### src/rtl/rx_claim_pkg.sv
package rx_claim_pkg;
  typedef enum logic [1:0] {
    CLS_POST = 2'b00,
    CLS_NP   = 2'b01,
    CLS_RSP  = 2'b10,
    CLS_RSVD = 2'b11
  } pkt_cls_e;

  typedef struct packed {
    logic     claimed;
    pkt_cls_e cls;
  } route_t;
endpackage

### src/rtl/rx_bar_match.sv
module rx_bar_match #(
  parameter int NUM_BAR = 2,
  parameter int ADDR_W  = 32
) (
  input  logic [ADDR_W-1:0]         addr_i,
  input  logic [NUM_BAR*ADDR_W-1:0] base_i,
  input  logic [NUM_BAR*ADDR_W-1:0] mask_i,
  input  logic [NUM_BAR-1:0]        en_i,
  output logic                      hit_o
);
  logic [NUM_BAR-1:0] hit_vec;

  for (genvar i = 0; i < NUM_BAR; i++) begin : g_win
    logic [ADDR_W-1:0] base_w, mask_w;
    assign base_w     = base_i[i*ADDR_W +: ADDR_W];
    assign mask_w     = mask_i[i*ADDR_W +: ADDR_W];
    assign hit_vec[i] = en_i[i] && (((addr_i ^ base_w) & mask_w) == '0);
  end

  assign hit_o = |hit_vec;
endmodule

### src/rtl/rx_claim_dec.sv
module rx_claim_dec
  import rx_claim_pkg::*;
(
  input  logic     clk_i,
  input  logic     rst_ni,
  input  logic     acc_i,
  input  logic     is_data_i,
  input  pkt_cls_e cls_i,
  input  logic     bar_hit_i,
  input  logic     unit_hit_i,
  output route_t   route_o
);
  route_t cur_q, cmd_route;

  always_comb begin
    cmd_route.cls = cls_i;
    unique case (cls_i)
      CLS_POST, CLS_NP: cmd_route.claimed = bar_hit_i;
      CLS_RSP:          cmd_route.claimed = unit_hit_i;
      default:          cmd_route.claimed = 1'b0;
    endcase
  end

  // data beats inherit the last command's decision
  assign route_o = is_data_i ? cur_q : cmd_route;

  always_ff @(posedge clk_i or negedge rst_ni) begin
    if (!rst_ni)                 cur_q <= '{claimed: 1'b0, cls: CLS_RSVD};
    else if (acc_i && !is_data_i) cur_q <= cmd_route;
  end
endmodule

### src/rtl/rx_eoc_handler.sv
module rx_eoc_handler
  import rx_claim_pkg::*;
#(
  parameter int TAG_W = 5
) (
  input  logic             clk_i,
  input  logic             rst_ni,
  input  logic             acc_i,
  input  logic             is_data_i,
  input  pkt_cls_e         cls_i,
  input  logic             claimed_i,
  input  logic [TAG_W-1:0] tag_i,
  input  logic [1:0]       err_clr_i,
  input  logic             nxa_rdy_i,
  output logic             err_post_o,
  output logic             err_rsp_o,
  output logic             nxa_vld_o,
  output logic [TAG_W-1:0] nxa_tag_o,
  output logic             busy_o
);
  logic orphan_cmd, set_post, set_rsp, set_nxa;

  assign orphan_cmd = acc_i && !is_data_i && !claimed_i;
  assign set_post   = orphan_cmd && (cls_i == CLS_POST);
  assign set_rsp    = orphan_cmd && (cls_i == CLS_RSP);
  assign set_nxa    = orphan_cmd && (cls_i == CLS_NP);
  assign busy_o     = nxa_vld_o && !nxa_rdy_i;

  always_ff @(posedge clk_i or negedge rst_ni) begin
    if (!rst_ni) begin
      err_post_o <= 1'b0;
      err_rsp_o  <= 1'b0;
    end else begin
      err_post_o <= (err_post_o && !err_clr_i[0]) || set_post;
      err_rsp_o  <= (err_rsp_o  && !err_clr_i[1]) || set_rsp;
    end
  end

  always_ff @(posedge clk_i or negedge rst_ni) begin
    if (!rst_ni) begin
      nxa_vld_o <= 1'b0;
      nxa_tag_o <= '0;
    end else if (set_nxa) begin
      nxa_vld_o <= 1'b1;
      nxa_tag_o <= tag_i;
    end else if (nxa_rdy_i) begin
      nxa_vld_o <= 1'b0;
    end
  end
endmodule

### src/rtl/rx_claim_router.sv
module rx_claim_router
  import rx_claim_pkg::*;
#(
  parameter int NUM_BAR = 2,
  parameter int ADDR_W  = 32,
  parameter int UNIT_W  = 5,
  parameter int TAG_W   = 5,
  parameter int DATA_W  = 32
) (
  input  logic                      clk_i,
  input  logic                      rst_ni,
  input  logic                      pkt_vld_i,
  output logic                      pkt_rdy_o,
  input  logic                      pkt_is_data_i,
  input  logic [1:0]                pkt_cls_i,
  input  logic [ADDR_W-1:0]         pkt_addr_i,
  input  logic [UNIT_W-1:0]         pkt_unit_i,
  input  logic [TAG_W-1:0]          pkt_tag_i,
  input  logic [DATA_W-1:0]         pkt_data_i,
  input  logic [NUM_BAR*ADDR_W-1:0] bar_base_i,
  input  logic [NUM_BAR*ADDR_W-1:0] bar_mask_i,
  input  logic [NUM_BAR-1:0]        bar_en_i,
  input  logic [UNIT_W-1:0]         unit_id_i,
  output logic                      post_we_o,
  output logic                      np_we_o,
  output logic                      rsp_we_o,
  output logic [DATA_W-1:0]         q_data_o,
  output logic                      unclaimed_o,
  output logic                      err_post_o,
  output logic                      err_rsp_o,
  input  logic [1:0]                err_clr_i,
  output logic                      nxa_vld_o,
  input  logic                      nxa_rdy_i,
  output logic [TAG_W-1:0]          nxa_tag_o,
  output logic [UNIT_W-1:0]         nxa_unit_o
);
  pkt_cls_e cls;
  route_t   route;
  logic     acc, bar_hit, unit_hit, busy;

  assign cls       = pkt_cls_e'(pkt_cls_i);
  assign pkt_rdy_o = !busy;
  assign acc       = pkt_vld_i && pkt_rdy_o;
  assign unit_hit  = (pkt_unit_i == unit_id_i);

  rx_bar_match #(.NUM_BAR(NUM_BAR), .ADDR_W(ADDR_W)) u_bar (
    .addr_i(pkt_addr_i), .base_i(bar_base_i), .mask_i(bar_mask_i),
    .en_i(bar_en_i), .hit_o(bar_hit)
  );

  rx_claim_dec u_dec (
    .clk_i(clk_i), .rst_ni(rst_ni), .acc_i(acc), .is_data_i(pkt_is_data_i),
    .cls_i(cls), .bar_hit_i(bar_hit), .unit_hit_i(unit_hit), .route_o(route)
  );

  rx_eoc_handler #(.TAG_W(TAG_W)) u_eoc (
    .clk_i(clk_i), .rst_ni(rst_ni), .acc_i(acc), .is_data_i(pkt_is_data_i),
    .cls_i(cls), .claimed_i(route.claimed), .tag_i(pkt_tag_i),
    .err_clr_i(err_clr_i), .nxa_rdy_i(nxa_rdy_i),
    .err_post_o(err_post_o), .err_rsp_o(err_rsp_o),
    .nxa_vld_o(nxa_vld_o), .nxa_tag_o(nxa_tag_o), .busy_o(busy)
  );

  assign post_we_o   = acc && route.claimed && (route.cls == CLS_POST);
  assign np_we_o     = acc && route.claimed && (route.cls == CLS_NP);
  assign rsp_we_o    = acc && route.claimed && (route.cls == CLS_RSP);
  assign unclaimed_o = acc && !route.claimed;
  assign q_data_o    = pkt_data_i;
  assign nxa_unit_o  = unit_id_i;
endmodule

### config.mk
export PLATFORM = sky130hd
export DESIGN_NAME = rx_claim_router
export DESIGN_NICKNAME = d
export VERILOG_FILES = /design/src/rtl/rx_claim_pkg.sv /design/src/rtl/rx_bar_match.sv /design/src/rtl/rx_claim_dec.sv /design/src/rtl/rx_eoc_handler.sv /design/src/rtl/rx_claim_router.sv
export SDC_FILE = /design/constraint.sdc
export NUM_CORES = 1
export LEC_CHECK = 0
export BUFFER_PORTS_ARGS = -buffer_cell sky130_fd_sc_hd__buf_2
export CORE_AREA = 2 2 103 105
export CTS_CLUSTER_SIZE = 20
export DETAILED_ROUTE_END_ITERATION = 16
export DIE_AREA = 0 0 105 107
export SLEW_MARGIN = 0
export SYNTH_ARGS = -nofsm -noshare
export SYNTH_HDL_FRONTEND = slang
export SYNTH_SLANG_ARGS = --single-unit
### constraint.sdc
create_clock -name clk_i -period 5 [get_ports clk_i]
set_input_delay 1 -clock clk_i [delete_from_list [all_inputs] [get_ports clk_i]]
set_output_delay 1 -clock clk_i [all_outputs]
set_load 0.01 [all_outputs]
==> flow_summary.ini <==
[run_status]
status = complete, no violations

[synth]
synth_area_leaders = xor2_1, buf_4, dfrtp_1
synth.most_common_cell = xor2_1
syn_avg_cell_area_sq_um = 8.98
ys_seq_area_share_pct = 15.9
synth_edf_count = 0
synthTopCellsByCount = xor2_1, buf_4, a22oi_1, dfrtp_1, nand4_1
synth_top_area_share_pct = 34.2
ys_ff_latch = 11
synth_top_area_cell = xor2_1
postSynthCellCount = 194
ys.flop_type = dfrtp_1
ys_types = 31
syn-num-nets = 412
async_flop_share_pct = 100
ys.warnings.count = 0
syn_area_sq_um = 1740

[worst_setup_path]
r2r_slack_ns = 3.22
critPathArrivalTime_ns = 3.08
cp-endpoint = np_we_o
rr_startpoint = u_eoc.nxa_vld_o
crit_type = input port to primary output
cp-end-kind = primary output
start_kind = input port
cpPeakStageDelay_ns = 0.56
worstReg2RegEnd = u_eoc.nxa_tag_o[4]
critPathSlowestCell = nor4_1
critPathRequiredTime_ns = 4.00
critPathMaxFanout = 6
path_cells = buf_2 > xor2_1 > a22oi_1 > nand4_1 > nor4_1 > nand4_1 > nand2_1 > a32o_1 > buf_2
r2r_cells = 5
startpoint = pkt_addr_i[17]

[place]
hpwl_um = 6630
gp_congestion = 0.964
io_buffers = 203
dp.cells = 496

[drt]
drc = 0
wl_um = 7160
final_antenna_net_count = 0
dr.pass1.iters = 4
wl_per_cell_um = 14.3
drt_iter0_markers = 89
num_vias = 2055
viasPerCell = 4.11

[sta]
finalHoldViolCount = 0
fin_skew_ns = 0.00235
setup_tns_ns = 0
fin_crit_ns = 4.08
setup_violations = 0
drv_slew = 0
clock.fmax_mhz = 245
rsz0062_at_grt = no
min_period_over_period_pct = 81.6
tightest_slew_ns = 0.545
slew-limit-headroom_pct = 63.3

[hold_path]
hold_path_class = flip-flop to flip-flop

[clock_tree]
clock_sinks = 11
post_cts_buffers = 0
h-tree-depth = 1
cts_tree = done
cts_buffers = 3
cts-resized-gates = 0
clock_latency_ns = 0.23
cts_hold_buf = 0
cts_buffer_depth = 2
clkTransAtPathRegs_ns = 0.04
root_buffer = clkbuf_8

[grt]
grt_usage_pct = 12.0
grt_max_degree = 12
grt_overflow_total = 0
grt_pass1_wl_um = 10500
antenna_found_initial = 0
first_global_vias = 2176

[layout]
fillerInstances = 1114
instances_no_fill = 500
n_antenna_cell = 0
drive_gt1_share_pct = 58.8
num-nets-final = 583
syn_to_final_growth_pct = 54.7

[floorplanning]
fp.dieW_um = 105
rows = 37
die_h_um = 107
dieArea_sq_um = 11200
core_sq_um = 10100
ios = 268
start_util_pct = 17.3

[power]
ir_drop_mv = 0.0867
powerDensity_nw_per_um2 = 149
p_leak_nw = 1.45

[run]
drv_cap = 0
[power breakdown]
group | internal (mW) | switching, mW
clock network | 0.0556 | 0.0287
logic | 0.110 | 0.0960
registers | 0.105 | 0.00781
[worst max-delay path: cells and delay by family]
kind | cells | cell delay, ns
and+or+nand+nor | 4 | 1.27
AOI/OAI and AO/OA | 2 | 0.42
buffers and inverters | 2 | 0.24
xor gates and xnor gates | 1 | 0.14
[cells by family after synthesis]
logic type / after synthesis / synth area share (%)
xor gates and xnor gates: 69 / 34.7
buffers and inverters: 39 / 16.4
muxes: 8 / 5.17
AOI/OAI and AO/OA: 38 / 17.5
DFF: 11 / 15.9
and+or+nand+nor: 29 / 10.3
[layout by cell type, fill, tap and decap left out, types with 2 or more instances in the layout]
cell type,Yosys,final
buf_2,0,203
xor2_1,68,68
a22oi_1,17,17
dfrtp_1,9,9
nand4_1,7,7
nand2_1,6,6
a22o_1,6,6
a221oi_1,5,5
mux2_1,5,5
nand4b_1,3,3
nor2_1,3,3
mux2_2,3,3
clkbuf_8,0,3
nor4_1,2,2
nand2b_1,2,2
o21ai_0,2,2
nor3_1,2,2
inv_1,2,2
dfstp_2,2,2
[worst min path at each step]
| stage | cells past startpoint | to | slack (ns) | from |
|---|---|---|---|---|
| finish | 1 | u_eoc.nxa_tag_o[3] | 0.49 | u_eoc.nxa_tag_o[3] |
| global route | 1 | u_eoc.nxa_tag_o[3] | 0.51 | u_eoc.nxa_tag_o[3] |
| CTS | 1 | u_eoc.nxa_tag_o[3] | 0.49 | u_eoc.nxa_tag_o[3] |
| detailed placement | 1 | u_eoc.nxa_tag_o[3] | 0.48 | u_eoc.nxa_tag_o[3] |
| global placement | 1 | u_eoc.nxa_tag_o[0] | 0.47 | u_eoc.nxa_tag_o[0] |
| floorplan | 1 | u_dec.cur_q[2] | 0.49 | u_dec.cur_q[2] |
[registers in the layout, indices dropped and copies added, names as in the netlist]
register and cells:
u_eoc.nxa_tag_o 5, u_eoc.nxa_vld_o 1, u_dec.cur_q 3, u_eoc.err_post_o 1
u_eoc.err_rsp_o 1
[final cells by class]
type / instances / area [sq um] / area share [%]
Clock buffer: 4 / 45.0 / 1.67
Inverter: 2 / 7.51 / 0.278
Multi-Input combinational cell: 144 / 1180 / 43.8
Sequential cell: 11 / 278 / 10.3
Tap cell: 136 / 170 / 6.31
Timing Repair Buffer: 203 / 1020 / 37.7
[per-stage QoR]
step	power, mW	hold slack, ns	setup slack (ns)	area [sq um]	util (%)
after floorplan	0.223	0.494	1.64	1740	-
after global placement	0.318	0.472	0.794	2650	26.3
final	0.403	0.489	0.919	2700	26.7
after global routing	0.435	0.513	0.638	2700	26.7
after CTS	0.410	0.491	0.786	2700	26.7
after detailed placement	0.323	0.480	0.792	2650	26.3
[routing by layer]
layer	vias up	track usage (%)	part of all wire, %
met5	-	0	0
met4	0	2.19	0.50
met3	8	2.25	8.1
met2	124	22.5	51
met1	918	14.1	41
li1	1005	-	-
Power figures use the tool's default switching activity.
